===== src/rtl/pixel_ratio_pipe.sv =====
`timescale 1ns/1ps
module pixel_ratio_pipe #(
  parameter int PIX_W = 8,
  parameter int K_W   = 8,
  parameter bit COLOR = 1'b0
) (
  input  logic                          clk,
  input  logic                          rst_n,
  input  logic                          in_valid,
  output logic                          in_ready,
  input  logic [1:0]                    in_kind,
  input  logic [(COLOR ? 32 : PIX_W)-1:0] a_pix,
  input  logic [(COLOR ? 24 : PIX_W)-1:0] b_pix,
  input  logic [K_W-1:0]                scale,
  output logic                          out_valid,
  input  logic                          out_ready,
  output logic [1:0]                    out_kind,
  output logic [(COLOR ? 32 : PIX_W)-1:0] out_pix
);
  localparam int LW = COLOR ? 8 : PIX_W;
  localparam int NC = COLOR ? 3 : 1;
  localparam int BW = COLOR ? 32 : PIX_W;
  localparam int PW = LW + K_W;
  localparam int ST = LW;
  localparam logic [1:0] KD_PIX = 2'd0;
  localparam logic [1:0] KD_EOI = 2'd2;

  logic adv, fire, fst;
  logic [K_W-1:0] k_hold, k_eff;
  logic [ST:0] v;
  logic [ST:0][1:0] kd;
  logic [BW-1:0] res;

  assign adv      = !out_valid || out_ready;
  assign in_ready = adv;
  assign fire     = in_valid && adv;
  assign k_eff    = fst ? scale : k_hold;

  always_ff @(posedge clk) begin
    if (!rst_n) begin
      fst    <= 1'b1;
      k_hold <= '0;
    end else if (fire) begin
      fst <= (in_kind == KD_EOI);
      if (fst) k_hold <= scale;
    end
  end

  always_ff @(posedge clk) begin
    if (!rst_n) begin
      v  <= '0;
      kd <= '0;
    end else if (adv) begin
      v  <= {v[ST-1:0], fire};
      kd <= {kd[ST-1:0], in_kind};
    end
  end

  for (genvar l = 0; l < NC; l++) begin : g_lane
    logic [PW-1:0] prod;
    logic [K_W-1:0] hi;
    logic [LW-1:0] bl;
    logic [ST:0][LW-1:0] rem, dq, dv, rem_d, dq_d, dv_d;
    logic [ST:0] sat, sat_d;

    assign bl   = b_pix[l*LW +: LW];
    assign prod = PW'(a_pix[l*LW +: LW]) * PW'(k_eff);
    assign hi   = prod[PW-1:LW];

    always_comb begin
      logic [LW:0] sh, df;
      sh = '0;
      df = '0;
      rem_d[0] = LW'(hi);
      dq_d[0]  = prod[LW-1:0];
      dv_d[0]  = bl;
      sat_d[0] = PW'(hi) >= PW'(bl);
      for (int s = 1; s <= ST; s++) begin
        sh = {rem[s-1], dq[s-1][LW-1]};
        df = sh - {1'b0, dv[s-1]};
        rem_d[s] = df[LW] ? sh[LW-1:0] : df[LW-1:0];
        dq_d[s]  = {dq[s-1][LW-2:0], ~df[LW]};
        dv_d[s]  = dv[s-1];
        sat_d[s] = sat[s-1];
      end
    end

    always_ff @(posedge clk) begin
      if (adv) begin
        rem <= rem_d;
        dq  <= dq_d;
        dv  <= dv_d;
        sat <= sat_d;
      end
    end

    assign res[l*LW +: LW] = sat[ST] ? {LW{1'b1}} : dq[ST];

    for (genvar s = 0; s <= ST; s++) begin : g_chk
      assert_rem_bound_R1: assert property (@(posedge clk) disable iff (!rst_n)
        (v[s] && !sat[s]) |-> (rem[s] < dv[s]));
    end
  end

  if (COLOR) begin : g_alpha
    logic [ST:0][7:0] alp;
    always_ff @(posedge clk) begin
      if (adv) alp <= {alp[ST-1:0], a_pix[31:24]};
    end
    assign res[31:24] = alp[ST];
  end

  always_ff @(posedge clk) begin
    if (!rst_n) begin
      out_valid <= 1'b0;
      out_kind  <= '0;
      out_pix   <= '0;
    end else if (adv) begin
      out_valid <= v[ST];
      out_kind  <= kd[ST];
      out_pix   <= (kd[ST] == KD_PIX) ? res : '0;
    end
  end

  assert_stall_hold_R6: assert property (@(posedge clk) disable iff (!rst_n)
    (out_valid && !out_ready) |=> (out_valid && $stable(out_pix) && $stable(out_kind)));

  assert_marker_zero_R4: assert property (@(posedge clk) disable iff (!rst_n)
    (out_valid && out_kind != KD_PIX) |-> (out_pix == '0));

  assert_scale_frame_R7: assert property (@(posedge clk) disable iff (!rst_n)
    !$stable(k_hold) |-> $past(fire && fst));

  assert_stall_blocks_R6: assert property (@(posedge clk) disable iff (!rst_n)
    (out_valid && !out_ready) |-> !in_ready);
endmodule


===== config.mk =====
export PLATFORM = sky130hd
export DESIGN_NAME = pixel_ratio_pipe
export DESIGN_NICKNAME = d
export VERILOG_FILES = /design/src/rtl/pixel_ratio_pipe.sv
export SDC_FILE = /design/constraint.sdc
export NUM_CORES = 1
export LEC_CHECK = 0
export BUFFER_PORTS_ARGS = -buffer_cell sky130_fd_sc_hd__buf_2
export CORE_ASPECT_RATIO = 1.2
export CORE_MARGIN = 1
export CORE_UTILIZATION = 42
export DETAILED_ROUTE_END_ITERATION = 12
export PLACE_DENSITY_LB_ADDON = 0.25
export SYNTH_ARGS = -nofsm -noshare
export SYNTH_HDL_FRONTEND = slang
export SYNTH_SLANG_ARGS = --single-unit

===== constraint.sdc =====
create_clock -name clk -period 18.1 [get_ports clk]
set_input_delay 0 -clock clk [delete_from_list [all_inputs] [get_ports clk]]
set_output_delay 0 -clock clk [all_outputs]
set_load 0.02 [all_outputs]

* Yosys cells after proc, flatten, opt, wreduce, memory -nomap -nowiden
Cells that the tools add are included.
** Word-level totals
- Bits in registers :: 256
- Input bits :: 30
- Output and inout bits :: 12
- Word-level logic and storage cells :: 74
** Cells by class
- Add/sub/neg operators :: 8
- Multipliers :: 1
- Order comparisons :: 1
- Equal/unequal tests :: 1
- Muxes and demuxes :: 10
- Bitwise logic cells :: 8
- Reduce and logical (&&, ||, !) cells :: 4
** Operator list (count)
- two-way mux 8 bit :: 10
- subtractor 9 x 8 -> 9 bit :: 8
- multiplier 8 x 8 -> 16 bit :: 1
- greater-or-equal comparator 8 bit :: 1
- NOT 1 bit :: 8
- == test 2 bit (second input constant) :: 1
- logical NOT 2 bit :: 1
- logical AND 1 bit :: 1
- logical NOT 1 bit :: 1
- logical OR 1 bit :: 1

* Logic depth before layout (Yosys ltp)
- Depth in word-level cells :: 3
- Mapped depth :: 22
- Mapped depth without buffers :: 21

* Least setup slack after synthesis
Ideal clock, no wire load.
- Path type :: register to register
- Start point :: register out_valid
- End point :: register g_lane[0].$22.sh[0] (netlist name)
- Setup time :: 0.665 ns
- Arrival time :: 6.616 ns
- Data required time :: 17.435 ns
- Path slack :: 10.819 ns
- Stages on the path, launching flop included :: 4
- Path buffers :: 1
- Clock period less this slack :: 7.281 ns
- Cell sequence :: dfxtp_1 nor2b_1 inv_1 clkbuf_1
** RTL lines
- start: declaration :: RTL line 15 : output logic out_valid,
- start signal: assignment :: RTL line 119 : out_valid <= v[ST];

* Worst setup path in the final report
- Start point :: register fst
- End point :: register g_lane[0].sat[0] (data pin)
** Between the ends
- Cells in the longest elaborated chain, start to end :: 3
** RTL lines
- start: declaration :: RTL line 28 : logic adv, fire, fst;
- start signal: assignment :: RTL line 44 : fst <= (in_kind == KD_EOI);
- two-way mux 8 bit
- multiplier 8 x 8 -> 16 bit :: RTL line 67 : assign prod = PW'(a_pix[l*LW +: LW]) * PW'(k_eff);
- greater-or-equal comparator 8 bit :: RTL line 77 : sat_d[0] = PW'(hi) >= PW'(bl);
- via g_lane[0].sat_d[0] :: RTL line 64 : logic [ST:0] sat, sat_d;
- end signal: assignment :: RTL line 93 : sat <= sat_d;
- end: declaration :: RTL line 64
The timed path passes the listed nets, and every way through them passes these cells.
A chain may end at the register's enable or synchronous reset.

==> metrics.txt <==
fraction of layout cells with a size suffix above 1=around 11%; CTS buffer count=28; kind of critical path=reg2reg; worst hold stages=3; Critical Path RT=18.38 ns; Max Freq=about 0.15 GHz; Final ANT Viol Nets=0; RSZ-0062 raised after global routing=no; register bit total from synthesis=between 200 and 300; setup slack, reg-to-reg=11.62 ns; post-synth cell types=between 50 and 60; largest family of logic cells by synthesized area=adder cells; crit-path cells=mux2i_1 -> nand2b_1 -> fa_1 -> fa_1 -> inv_1 -> fa_1 -> inv_1 -> fa_1 -> inv_1 -> ha_1 -> and2_1 -> a221oi_1 -> a21oi_1 -> or2_2 -> ha_1 -> nand2b_1 -> a21o_1 -> a21oi_1 -> o21ai_0 -> a221o_1; Root Driver=clkbuf_16; Post-Synth Adder-Cell Area=~15%; xor and xnor area share after synthesis=between 1.5 and 2%; PD cells=~160 nW/um^2; hold_sp=a_pix[1]; LEAKAGE=about 7 nW; Worst EP arrival=a little under 7 ns; H-tree levels=1; Die Span X=between 150 and 200 um; Final period util=a little over a third; CTS tree=done; clk buf depth=3; Crit path largest cell delay=0.66 ns; grt ovf=0; Post-synth EDFFs=around 210; Row Count=73; Max Cap Viol=0; setup bufs post-CTS=0; vias=just under 9000; syn nets=about 1400; DRT Wirelength=23300 um; status=complete, no violations; synth top area cells=edfxtp_1 44%, ha_1 9.4%, dfxtp_1 6.6%; Initial DRC Count=435; vias per std cell=just over 5; setup TNS=0 ns; register area share after synthesis=50.7%; I/O Pins=42; clk_lat worst skew=between 0.5 and 0.6 ns; pin count of the biggest net entering global routing=100; Core Area=33200 sq um; post-DP HPWL=roughly 17000 um; DR WL/cell=13.4 um; CTS clk-pin slew, worst paths=approximately 0.060 ns; first-pass GRT wire length=around 39000 um; initial core utilization=42.8%; 1st-pass router iterations=6; Chip Height=about 200 um; Setup crit start=fst; Final setup viols=0; worst r2r src=fst; Top FF cell, synth=edfxtp_1; Layout Nets=1448; clock sinks=256; vias in the first global route=roughly 9000; multiplexer share of the synthesized area=~5.4%; final worst slack=11.62 ns; DIE AREA=34700 sq um; cell area after synthesis=~14000 sq um; worst r2r path cells=20; Yosys top cell area share=between 40% and 50%; worst clock skew=approximately 0.0078 ns; Simple-Gate Fraction of Synth Area=between 10 and 15%; initial antenna violation count=0; Post-CTS Hold Buffers=12; WHS=0.0370 ns; YS warnings=0; GPL Wtd Cong=around 0.86; Worst setup SP type=flop; most area-hungry cell type in the Yosys netlist=edfxtp_1; Mapped Cells=roughly 1200; Slew @ Worst Pin=0.944 ns; CTS resizes=0; most frequent CP cell=fa_1; Final min period=around 6.5 ns; Compound-Gate Fraction of Synth Area=~11%; synth-to-layout area growth=12.4%; worst hold path class=in2reg; async set-reset flop share out of synthesis=0%; Slew HR=37.1%; total global-route track usage=between 10 and 15%; port bufs=41; crit path max fanout=9; pre-CTS setup slack=roughly 12 ns; Peak VDD IR=approximately 96 uV; Final Slew Violations=0; Worst setup EP type=flop; n_diodes=0; slowest cell on the critical path=mux2i_1; mean area per synthesized cell=about 12 sq um; DRC=0; Fin. Hold Viols=0
sequential cells by signal (all words and copies together), names as in the netlist:
signal         flops
g_lane.dq         71
g_lane.dv         64
g_lane.rem        56
kd                18
g_lane.$22.sh      9
g_lane.sat         9
v                  9
k_hold             8
out_pix            8
out_kind           2
fst                1
out_valid          1
cells in the mapped netlist (all sizes together) (4+ instances only):
| library cell | instances |
|---|---|
| a2111o | 4 |
| a2111oi | 8 |
| a211oi | 14 |
| a21boi | 37 |
| a21o | 6 |
| a21oi | 45 |
| a221oi | 5 |
| a311o | 5 |
| and2 | 8 |
| clkbuf | 14 |
| dfxtp | 47 |
| edfxtp | 209 |
| fa | 43 |
| ha | 107 |
| inv | 152 |
| mux2 | 35 |
| mux2i | 38 |
| nand2 | 88 |
| nand2b | 28 |
| nand3 | 22 |
| nand4 | 5 |
| nand4b | 4 |
| nor2 | 36 |
| nor2b | 78 |
| nor3 | 14 |
| o211a | 11 |
| o211ai | 7 |
| o21a | 11 |
| o21ai | 48 |
| o31a | 5 |
| or4 | 7 |
| or4b | 4 |
| xnor2 | 25 |
stage by stage:
step                      cells  total power [mW]  cell area (sq um)  util [%]
after global placement     1676              2.04              15000      45.1
after CTS                  1740              2.63              16000      48.2
after floorplan            1198              1.83              14200         -
after detailed placement   1676              2.07              15000      45.1
final                      1740              2.61              16000      48.2
after global routing       1740              2.80              16000      48.2
worst max-delay path: cells and delay by family, from the launching register on:
family / cells / cell delay, ns
buffers and inverters: 3 / 0.16
AND/OR/NAND/NOR: 4 / 0.88
adder cells (fa/ha/maj): 6 / 2.66
flip-flops: 1 / 0.61
AO/OA/AOI/OAI: 6 / 1.28
multiplexers: 1 / 0.66
logic make-up (layout without fill, tap and decap cells):
group / after synthesis / after routing
fa+ha+maj: 150 / 150
mux: 73 / 73
xor+xnor: 27 / 27
buf+inv: 168 / 260
flops: 256 / 256
compound gates: 218 / 218
simple gates: 306 / 306
metal layers:
layer	part of all wire (%)	vias to the layer above	global-route usage [%]
li1	-	4410	-
met1	41	4221	15.5
met2	52	122	25.7
met3	3.2	59	1.90
met4	3.5	0	5.66
met5	0	-	0
final cells by class:
type	count	area [sq um]
Fill cell	3023	17200
Clock inverter	12	88.8
Clock buffer	40	813
Timing Repair Buffer	56	348
Sequential cell	256	7220
Multi-Input combinational cell	774	6400
Tap cell	450	563
Inverter	152	578
where the power goes:
part	total [mW]	leakage (nW)	internal [mW]	switching [mW]
clock network	0.548	0.449	0.326	0.222
registers	0.956	2.63	0.882	0.0740
logic	1.10	3.76	0.528	0.575
total	2.61	6.84	1.74	0.871
cells in the final DEF (no fill, tap or decap), types with 21 or more instances in the layout:
cell,synthesis,layout
edfxtp_1,209,209
inv_1,152,151
ha_1,107,107
nand2_1,88,88
nor2b_1,78,77
dfxtp_1,47,47
a21oi_1,45,45
o21ai_0,43,43
fa_1,43,43
buf_2,1,41
mux2i_1,38,38
a21boi_0,37,37
nor2_1,36,36
mux2_2,35,35
clkbuf_16,0,30
nand2b_1,28,28
nand3_1,22,22
xnor2_1,21,21
final timing paths:
path | end
setup reg to reg | g_lane[0].sat[0]
hold / removal | g_lane[0].dq[1]
setup / recovery | g_lane[0].sat[0]
hold reg to reg | g_lane[0].dq[28]
(Power assumes the default switching activity.)
